===== config.mk =====
export PLATFORM = sky130hd
export DESIGN_NAME = uwire_eeprom_reader
export DESIGN_NICKNAME = d
export VERILOG_FILES = /design/src/rtl/uwr_pkg.sv /design/src/rtl/uwr_phase_timer.sv /design/src/rtl/uwr_rx_shift.sv /design/src/rtl/uwire_eeprom_reader.sv
export SDC_FILE = /design/constraint.sdc
export NUM_CORES = 1
export LEC_CHECK = 0
export BUFFER_PORTS_ARGS = -buffer_cell sky130_fd_sc_hd__buf_2
export CAP_MARGIN = 20
export CORE_MARGIN = 3
export CORE_UTILIZATION = 58
export DETAILED_ROUTE_END_ITERATION = 10
export PLACE_DENSITY = 0.81
export SYNTH_ARGS = -nofsm -noshare
export SYNTH_HDL_FRONTEND = slang
export SYNTH_SLANG_ARGS = --single-unit

===== constraint.sdc =====
create_clock -name clk -period 2.9 [get_ports clk]
set_input_delay 0.145 -clock clk [delete_from_list [all_inputs] [get_ports clk]]
set_output_delay 0.145 -clock clk [all_outputs]
set_load 0.01 [all_outputs]

===== src/rtl/uwr_pkg.sv =====
`timescale 1ns/1ps
package uwr_pkg;

   typedef enum logic [2:0] {
      ST_IDLE,
      ST_SETUP,
      ST_CMD,
      ST_ADDR,
      ST_DATA,
      ST_GAP,
      ST_TAIL
   } uwr_state_e;

   // start bit followed by the two read opcode bits, sent from bit 2 down
   localparam logic [2:0] READ_SEQ = 3'b110;

endpackage


===== src/rtl/uwr_phase_timer.sv =====
`timescale 1ns/1ps
module uwr_phase_timer #(
   parameter int LO_CYC = 2,
   parameter int HI_CYC = 3
) (
   input  logic clk,
   input  logic rst_n,
   input  logic run,
   output logic sck_q,
   output logic rise_now,
   output logic fall_now
);
   localparam int TMAX = (LO_CYC > HI_CYC) ? LO_CYC : HI_CYC;
   localparam int TW   = $clog2(TMAX + 1);
   localparam logic [TW-1:0] LO_LAST = TW'(LO_CYC - 1);
   localparam logic [TW-1:0] HI_LAST = TW'(HI_CYC - 1);

   logic [TW-1:0] cnt;

   always_comb begin
      rise_now = run && !sck_q && (cnt == LO_LAST);
      fall_now = run &&  sck_q && (cnt == HI_LAST);
   end

   always_ff @(posedge clk or negedge rst_n) begin
      if (!rst_n) begin
         cnt   <= '0;
         sck_q <= 1'b0;
      end else if (!run) begin
         cnt   <= '0;
         sck_q <= 1'b0;
      end else if (rise_now) begin
         cnt   <= '0;
         sck_q <= 1'b1;
      end else if (fall_now) begin
         cnt   <= '0;
         sck_q <= 1'b0;
      end else begin
         cnt   <= cnt + 1'b1;
      end
   end
endmodule


===== src/rtl/uwr_rx_shift.sv =====
`timescale 1ns/1ps
module uwr_rx_shift #(
   parameter int WORD_W      = 16,
   parameter int SYNC_STAGES = 2
) (
   input  logic              clk,
   input  logic              rst_n,
   input  logic              din,
   input  logic              sample_en,
   output logic [WORD_W-1:0] word
);
   logic din_s;

   generate
      if (SYNC_STAGES == 0) begin : g_direct
         assign din_s = din;
      end else begin : g_sync
         logic [SYNC_STAGES-1:0] chain;
         always_ff @(posedge clk or negedge rst_n) begin
            if (!rst_n) chain <= '0;
            else        chain <= (chain << 1) | SYNC_STAGES'(din);
         end
         assign din_s = chain[SYNC_STAGES-1];
      end
   endgenerate

   // seventeen shifts leave the leading dummy bit off the top
   always_ff @(posedge clk or negedge rst_n) begin
      if (!rst_n)         word <= '0;
      else if (sample_en) word <= {word[WORD_W-2:0], din_s};
   end
endmodule


===== src/rtl/uwire_eeprom_reader.sv =====
`timescale 1ns/1ps
module uwire_eeprom_reader
   import uwr_pkg::*;
#(
   parameter int WORD_W     = 16,
   parameter int ADDR_W_MAX = 8,
   parameter int NARROW_AW  = 6,
   parameter int COUNT_W    = 9,
   parameter int SCK_HI_CYC = 188,
   parameter int SCK_LO_CYC = 63,
   parameter int CS_GAP_CYC = 250,
   parameter int DIN_SYNC   = 2
) (
   input  logic                  clk,
   input  logic                  rst_n,
   input  logic                  start,
   input  logic [ADDR_W_MAX-1:0] start_addr,
   input  logic [COUNT_W-1:0]    word_count,
   input  logic                  wide_addr,
   output logic                  busy,
   output logic                  done,
   output logic                  word_valid,
   output logic [WORD_W-1:0]     word_data,
   output logic                  ee_cs,
   output logic                  ee_sck,
   output logic                  ee_dout,
   input  logic                  ee_din
);
   localparam int AI_W  = $clog2(ADDR_W_MAX);
   localparam int IDX_W = $clog2(WORD_W + 1);
   localparam int GAP_W = $clog2(CS_GAP_CYC + 1);
   localparam logic [ADDR_W_MAX-1:0] MASK_WIDE   = '1;
   localparam logic [ADDR_W_MAX-1:0] MASK_NARROW = ADDR_W_MAX'((1 << NARROW_AW) - 1);
   localparam logic [IDX_W-1:0] LAST_DATA  = IDX_W'(WORD_W);
   localparam logic [IDX_W-1:0] LAST_CMD   = IDX_W'(2);
   localparam logic [IDX_W-1:0] AW_LAST_W  = IDX_W'(ADDR_W_MAX - 1);
   localparam logic [IDX_W-1:0] AW_LAST_N  = IDX_W'(NARROW_AW - 1);
   localparam logic [GAP_W-1:0] GAP_LAST   = GAP_W'(CS_GAP_CYC - 1);

   generate
      if (SCK_HI_CYC < 1 || SCK_LO_CYC < 1 || CS_GAP_CYC < 1) begin : g_bad_timing
         $error("serial clock phases and chip-select gap need at least one cycle");
      end
      if (NARROW_AW < 1 || NARROW_AW > ADDR_W_MAX) begin : g_bad_aw
         $error("narrow address width must lie within the wide width");
      end
      if (WORD_W < ADDR_W_MAX || WORD_W < 3) begin : g_bad_word
         $error("word width must cover the address bit index");
      end
      if (DIN_SYNC >= SCK_HI_CYC + SCK_LO_CYC) begin : g_bad_sync
         $error("input synchroniser longer than one serial clock period");
      end
   endgenerate

   uwr_state_e            state;
   logic [ADDR_W_MAX-1:0] cur_addr;
   logic [COUNT_W-1:0]    left;
   logic                  wide_q;
   logic [IDX_W-1:0]      bit_idx;
   logic [GAP_W-1:0]      gap_cnt;
   logic                  slot_run;
   logic                  rise_now;
   logic                  fall_now;
   logic                  sample_en;
   logic [2:0]            cmd_sh;
   logic [ADDR_W_MAX-1:0] addr_mask;
   logic [ADDR_W_MAX-1:0] in_mask;

   always_comb begin
      slot_run  = (state == ST_SETUP) || (state == ST_CMD) || (state == ST_ADDR) ||
                  (state == ST_DATA)  || (state == ST_GAP);
      ee_cs     = (state == ST_SETUP) || (state == ST_CMD) || (state == ST_ADDR) ||
                  (state == ST_DATA);
      busy      = (state != ST_IDLE);
      sample_en = (state == ST_DATA) && rise_now;
      addr_mask = wide_q    ? MASK_WIDE : MASK_NARROW;
      in_mask   = wide_addr ? MASK_WIDE : MASK_NARROW;
      cmd_sh    = READ_SEQ << bit_idx[1:0];
      ee_dout   = 1'b0;
      if (state == ST_CMD)       ee_dout = cmd_sh[2];
      else if (state == ST_ADDR) ee_dout = cur_addr[bit_idx[AI_W-1:0]];
   end

   uwr_phase_timer #(
      .LO_CYC (SCK_LO_CYC),
      .HI_CYC (SCK_HI_CYC)
   ) u_timer (
      .clk      (clk),
      .rst_n    (rst_n),
      .run      (slot_run),
      .sck_q    (ee_sck),
      .rise_now (rise_now),
      .fall_now (fall_now)
   );

   uwr_rx_shift #(
      .WORD_W      (WORD_W),
      .SYNC_STAGES (DIN_SYNC)
   ) u_rx (
      .clk       (clk),
      .rst_n     (rst_n),
      .din       (ee_din),
      .sample_en (sample_en),
      .word      (word_data)
   );

   always_ff @(posedge clk or negedge rst_n) begin
      if (!rst_n) begin
         state      <= ST_IDLE;
         cur_addr   <= '0;
         left       <= '0;
         wide_q     <= 1'b0;
         bit_idx    <= '0;
         gap_cnt    <= '0;
         word_valid <= 1'b0;
         done       <= 1'b0;
      end else begin
         word_valid <= 1'b0;
         done       <= 1'b0;
         unique case (state)
            ST_IDLE: begin
               if (start) begin
                  if (word_count == '0) begin
                     done <= 1'b1;
                  end else begin
                     cur_addr <= start_addr & in_mask;
                     left     <= word_count;
                     wide_q   <= wide_addr;
                     state    <= ST_SETUP;
                  end
               end
            end
            ST_SETUP: begin
               if (fall_now) begin
                  bit_idx <= '0;
                  state   <= ST_CMD;
               end
            end
            ST_CMD: begin
               if (fall_now) begin
                  if (bit_idx == LAST_CMD) begin
                     bit_idx <= wide_q ? AW_LAST_W : AW_LAST_N;
                     state   <= ST_ADDR;
                  end else begin
                     bit_idx <= bit_idx + 1'b1;
                  end
               end
            end
            ST_ADDR: begin
               if (fall_now) begin
                  if (bit_idx == '0) begin
                     state <= ST_DATA;
                  end else begin
                     bit_idx <= bit_idx - 1'b1;
                  end
               end
            end
            ST_DATA: begin
               if (fall_now) begin
                  if (bit_idx == LAST_DATA) begin
                     word_valid <= 1'b1;
                     left       <= left - 1'b1;
                     cur_addr   <= (cur_addr + 1'b1) & addr_mask;
                     state      <= ST_GAP;
                  end else begin
                     bit_idx <= bit_idx + 1'b1;
                  end
               end
            end
            ST_GAP: begin
               if (fall_now) begin
                  gap_cnt <= '0;
                  state   <= ST_TAIL;
               end
            end
            ST_TAIL: begin
               if (gap_cnt == GAP_LAST) begin
                  if (left == '0) begin
                     done  <= 1'b1;
                     state <= ST_IDLE;
                  end else begin
                     state <= ST_SETUP;
                  end
               end else begin
                  gap_cnt <= gap_cnt + 1'b1;
               end
            end
            default: state <= ST_IDLE;
         endcase
      end
   end
endmodule


# [After elaboration in Yosys (flattened, before gate mapping)]
# Cells that the tools add are included.
[totals] reg_bits=63 input_bits=22 out_inout_bits=22
[classes] add_sub_neg=6 magnitude_cmp=1 n_eq_ne=26 shift=1 muxes=55 bitwise=4 n_reduce_logical=23
[ops] op="$mux W8" count=11
[ops] op="$mux W9" count=4
[ops] op="$mux W5" count=7
[ops] op="$mux W3" count=11
[ops] op="$pmux W8 S2" count=2
[ops] op="$add A8 B1 Y8 const B" count=3
[ops] op="$ne A2 B2 Y1 const B" count=11
[ops] op="$pmux W3 S7" count=1
[ops] op="$pmux W5 S4" count=1
[ops] op="$logic_not A9 Y1" count=2
[ops] op="$pmux W9 S2" count=1
[ops] op="$and A8 B8 Y8" count=2
[ops] op="$eq A8 B8 Y1 const B" count=2
[ops] op="$mux W1" count=14
[ops] op="$reduce_and A11 Y1" count=1
[ops] op="$eq A3 B3 Y1 const B" count=3
[ops] op="$sub A9 B1 Y9 const B" count=1
[ops] op="$eq A8 B6 Y1 const B" count=1
[ops] op="$reduce_and A7 Y1" count=1
[ops] op="$eq A3 B2 Y1 const B" count=2
[ops] op="$ne A2 B1 Y1 const B" count=3
[ops] op="$reduce_and A3 Y1" count=2
[ops] op="$add A5 B1 Y5 const B" count=1
[ops] op="$eq A5 B2 Y1 const B" count=1
[ops] op="other kinds (20)" count=28

# [Logic depth before layout (Yosys ltp)]
[logic_depth] ltp_word=10 mapped_depth=8 ltp_nobuf=7

# [Cells and area by module]
# From an unflattened synthesis, not the netlist that was laid out.
[unflattened] cells_unflattened=372 area_unflattened_um2=3693.5
[by_module_without_submodules] mod="uwire_eeprom_reader" n_inst=1 cells_each=286 area_each_um2=2481.1
[by_module_without_submodules] mod="uwr_rx_shift" n_inst=1 cells_each=36 area_each_um2=699.4
[by_module_without_submodules] mod="uwr_phase_timer" n_inst=1 cells_each=50 area_each_um2=513.0

# [Worst setup path after synthesis]
# Ideal clock, no wire load.
[synth_timing] path_kind="register -> register" from="reg bit_idx[0]" to="reg bit_idx[1]" arrival_ns=2.066 required_time_ns=2.812 path_slack_ns=0.746 path_stages_with_launch=9 path_buffers=1 synth_period_minus_slack_ns=2.154 cell_sequence="dfrtp_1 -> inv_1 -> ha_1 -> or4b_2 -> clkbuf_1 -> mux2_2 -> a22oi_1 -> or2_2 -> a22oi_1"
[synth_via] elab_chain_len=4 word_cells_on_any_way=15
[synth_rtl] element="start: declaration" line_no="uwire_eeprom_reader.sv:59" source="logic [IDX_W-1:0] bit_idx;"
[synth_rtl] element="start signal: assignment" line_no="uwire_eeprom_reader.sv:142" source="bit_idx <= wide_q ? AW_LAST_W : AW_LAST_N;"
[synth_rtl] element="start signal: assignment" line_no="uwire_eeprom_reader.sv:145" source="bit_idx <= bit_idx + 1'b1;"
[synth_rtl] element="start signal: assignment" line_no="uwire_eeprom_reader.sv:154" source="bit_idx <= bit_idx - 1'b1;"
[synth_rtl] element="$add A5 B1 Y5, or another cell as far along" line_no="uwire_eeprom_reader.sv:145, uwire_eeprom_reader.sv:166"
[synth_rtl] element="$mux W5 (on tied branches)" line_no="uwire_eeprom_reader.sv:160, uwire_eeprom_reader.sv:141, uwire_eeprom_reader.sv:151"
[synth_rtl] element="$mux W5 (on tied branches)" line_no="uwire_eeprom_reader.sv:159, uwire_eeprom_reader.sv:140, uwire_eeprom_reader.sv:150"
[synth_rtl] element="$pmux W5 S4" line_no="uwire_eeprom_reader.sv:120" source="unique case (state)"
# Parallel ways exist; a longest one is shown, timed or not. The select of a mux whose other input is x is not followed.
# A chain may end at the register's enable or synchronous reset.

# [Worst setup path after layout]
[layout_timing] from="reg state[0]" to="reg cur_addr[4]"
[layout_via] elab_chain_len=9 word_cells_on_any_way=19
[layout_rtl] element="start: declaration" line_no="uwire_eeprom_reader.sv:55" source="uwr_state_e state;"
[layout_rtl] element="start signal: assignment" line_no="uwire_eeprom_reader.sv:109" source="state <= ST_IDLE;"
[layout_rtl] element="start signal: assignment" line_no="uwire_eeprom_reader.sv:129" source="state <= ST_SETUP;"
[layout_rtl] element="start signal: assignment" line_no="uwire_eeprom_reader.sv:136" source="state <= ST_CMD;"
[layout_rtl] element="$eq A3 B1 Y1 / $eq A3 B2 Y1 (equally long branches)" line_no="uwire_eeprom_reader.sv:70" source="slot_run = (state == ST_SETUP) || (state == ST_CMD) || (state == ST_ADDR) ||"
[layout_rtl] element="$logic_or A1 B1 Y1 (3 in series)" line_no="uwire_eeprom_reader.sv:70"
[layout_rtl] element="$logic_or A1 B1 Y1" line_no="uwire_eeprom_reader.sv:71" source="(state == ST_DATA) || (state == ST_GAP);"
[layout_rtl] element="$logic_and A1 B1 Y1 (2 in series)" line_no="uwr_phase_timer.sv:22" source="fall_now = run && sck_q && (cnt == HI_LAST);"
[layout_rtl] element="$ne A2 B2 Y1 (no line)"
[layout_rtl] element="$reduce_and A5 Y1 (no line)"
[layout_rtl] element="end signal: assignment" line_no="uwire_eeprom_reader.sv:126" source="cur_addr <= start_addr & in_mask;"
[layout_rtl] element="end signal: assignment" line_no="uwire_eeprom_reader.sv:163" source="cur_addr <= (cur_addr + 1'b1) & addr_mask;"
[layout_rtl] element="end: declaration" line_no="uwire_eeprom_reader.sv:56" source="logic [ADDR_W_MAX-1:0] cur_addr;"
# Parallel ways exist; a longest one is shown, timed or not.

==> results by group <==
Global routing
  – GRT Total Usage: 23.62%
  – Vias in the first global route: 2,911
  – Antenna violations before repair: 0
  – Largest net degree at the start of global routing: 34
  – Congestion Overflow GR: 0
  – First-pass GRT wire length: 13.55 mm

Timing
  – Slew Viols, Final: 0
  – Crit path time final: 2.271 ns
  – Tcrit/Tclk final: 78.32%
  – Final Hold Viols: 0
  – Setup TNS: 0 ns
  – Max Freq: about 0.44 GHz
  – Skew final: 0.009232 ns
  – WHS: 0.08921 ns
  – Unrepaired setup endpoints after global routing: no
  – Final setup vio count: 0
  – Worst-Margin Slew: about 0.75 ns
  – Slew HR: 49.90%

Critical path
  – Crit path capture type: flip-flop
  – Worst Path Required: 3.14 ns
  – WS Path Type: reg -> reg
  – Arrival time of the worst setup path: 2.51 ns
  – CP Max Fanout: 33
  – Reg-to-Reg Start: state[0]
  – Crit path launch: state[0]
  – CP Launch Type: flip-flop

Floorplan
  – IO Count: 44
  – Die area: 0.007043 mm^2
  – Die Width: 83.93 um
  – Core area: 0.005675 mm^2
  – Starting density of the core: 62.06%
  – Site Rows: 27
  – DIE HEIGHT: between 80 and 90 um

CTS
  – CTS tree: done
  – Num CTS Buffers: 9
  – Longest Clk Path Bufs: 2
  – CTS clk-pin slew, worst paths: 0.07 ns
  – Root Driver: clkbuf_8
  – CTS sink cnt: 63
  – Clk_lat worst skew: between 0.3 and 0.4 ns
  – CTS H-tree depth: 3

Place
  – Gp weighted congestion: between 0.9 and 1
  – HPWL after DPL: 5.564 mm
  – Number of port buffers: 43
  – Placed Instances: 463

Routing
  – Iter 0 DRT Violations: about 250
  – Detailed Route WL: 7.700 mm
  – Routed len/inst: approximately 16 um
  – First-pass iteration count of the detailed router: 4
  – DRC: 0
  – Via count: slightly below 3k
  – Antenna Violating Nets Remaining: 0
  – Vias per cell: 6.091

Cells and area
  – Fin nets: about 440
  – Leading cell type in the layout, fill and taps excluded: dfrtp_1
  – Fin cells: 481
  – Most frequent cells in the layout: dfrtp_1 (63), nor2_1 (46), buf_2 (43), o21ai_0 (29), a21oi_1 (26)
  – N_diodes: 0
  – Fill cells: 459
  – Area delta synth->final: 12.50%
  – Share of layout cells above drive strength 1: 22.98%

Synth
  – Ys Warns: 0
  – Synth Instances: approximately 360
  – Post-synth EDFFs: 0
  – Sequential area share after synthesis: 44.76%
  – Post-synthesis instance area: roughly 0.0035 mm^2
  – Syn avg cell area: about 9.8 um^2
  – Synth Net Count: about 390
  – Fraction of registers with async set/reset: 100.0%
  – Number of synthesized register bits: 63
  – Unique cell type count in the Yosys netlist: 58
  – Primary FF master, synth: dfrtp_1

Power and ir drop
  – Peak supply drop: 0.3812 mV
  – Part of the power in the clock network: 41.1%
  – Power per cell area: 397.5 mW/mm^2
  – Combinational power share: 3.0%
  – Seq pwr share: between 50% and 60%
  – Int Power: 1.205 mW
  – Sw power: between 300 and 400 uW
  – Pleak: 1.905 nW
  – Sw frac: between 20% and 30%

Hold path
  – Worst hold start: wide_addr
  – Hold/Removal Path Class: in -> reg

Run
  – Maximum capacitance violations: 0

Status
  – Status: completed
==> metrics by stage <==
| step | cell area, um^2 | total power [mW] | setup slack, ns | util, % |
|---|---|---|---|---|
| detailed placement | 3785 | 0.9438 | 0.6533 | 66.69 |
| finish | 3963 | 1.575 | 0.6287 | 69.82 |
| global route | 3963 | 1.634 | 0.3668 | 69.82 |
| floorplan | 3522 | 0.9049 | 0.7462 | - |
| CTS | 3963 | 1.583 | 0.6385 | 69.82 |
| global placement | 3785 | 0.9425 | 0.6857 | 66.69 |
==> cell usage after synthesis, drive strengths merged (3+ instances only) <==
cell	n	area (um^2)
dfrtp	63	1577
nor2	46	172.7
o21ai	31	155.1
a21oi	26	130.1
mux2	21	274.0
nand2	18	67.56
nand3	15	75.07
clkbuf	14	52.55
inv	12	45.04
ha	10	125.1
nor3	9	45.04
xor2	9	78.83
and3	6	37.54
buf	5	46.28
or3	5	31.28
a31oi	4	25.02
nand4	4	25.02
xnor2	4	35.03
a211o	3	26.28
a211oi	3	22.52
a41oi	3	26.28
nand4b	3	26.28
nor4	3	33.78
o21a	3	22.52
o22a	3	26.28
==> worst paths after layout <==
| kind | depth (start not counted) | to | slack (ns) |
|---|---|---|---|
| worst max-delay path | 6 | cur_addr[4] | 0.63 |
| worst min-delay path | 2 | wide_q | 0.09 |
| worst max register to register | 6 | cur_addr[4] | 0.63 |
| worst min register to register | 0 | u_rx.g_sync.chain[1] | 0.36 |
| max in group asynchronous | 3 | gap_cnt[5] | 2.15 |
| min in group asynchronous | 2 | u_rx.word[10] | 0.15 |
==> worst max-delay path: stages (launching register included) <==
cell     delay, ns
dfrtp_1       0.55
or3b_1        0.59
nor4_4        0.29
a31oi_2       0.05
buf_4         0.27
a211o_1       0.30
o21a_1        0.10
==> cell type report <==
| type | instances | area, um^2 | share of cell area, % |
|---|---|---|---|
| Multi-Input combinational cell | 267 | 1813 | 45.75 |
| Sequential cell | 63 | 1577 | 39.79 |
| Timing Repair Buffer | 51 | 280.3 | 7.073 |
| Clock buffer | 12 | 135.1 | 3.410 |
| Tap cell | 72 | 90.09 | 2.273 |
| Inverter | 12 | 45.04 | 1.137 |
| Clock inverter | 4 | 22.52 | 0.5684 |
==> power by group through the flow <==
stage | logic [mW] | clock network [mW] | registers (mW)
floorplan | 0.00790 | 0 | 0.897
global placement | 0.0458 | 0 | 0.897
detailed placement | 0.0468 | 0 | 0.897
CTS | 0.0490 | 0.653 | 0.880
global route | 0.0550 | 0.700 | 0.880
finish | 0.0478 | 0.647 | 0.880
==> logic make-up (layout without fill, tap and decap cells) <==
kind of cell	Yosys count	count (layout)	synth area share (%)
AOI/OAI and AO/OA	92	92	16.13
xor gates and xnor gates	13	13	3.233
adders and majority gates	10	10	3.552
buffers and inverters	31	79	4.085
DFF	63	63	44.76
muxes	25	25	9.627
and+or+nand+nor	127	127	18.61
==> timing repair <==
item                                   CTS  global route
endpoints found under the hold margin   64             0
hold buffers                             2             0
gates resized for setup                  0             0
buffers inserted                         0             0
==> metal layers <==
| metal | GRT usage [%] | share of wire (%) | vias to the layer above |
|---|---|---|---|
| met5 | 0 | 0 | - |
| met4 | 8.333 | 1.6 | 0 |
| met3 | 5.429 | 6.4 | 14 |
| met2 | 37.74 | 49 | 118 |
| met1 | 31.59 | 43 | 1406 |
| li1 | - | - | 1392 |
==> state kept, by name, summed over array words and instances, names as in the netlist <==
register and count:
bit_idx 5, cur_addr 8, done 1, gap_cnt 8, left 9, state 3
u_rx.g_sync.chain 2, u_rx.word 16, u_timer.cnt 8, u_timer.sck_q 1, wide_q 1, word_valid 1
No activity file was read; power rests on OpenSTA's default activity.
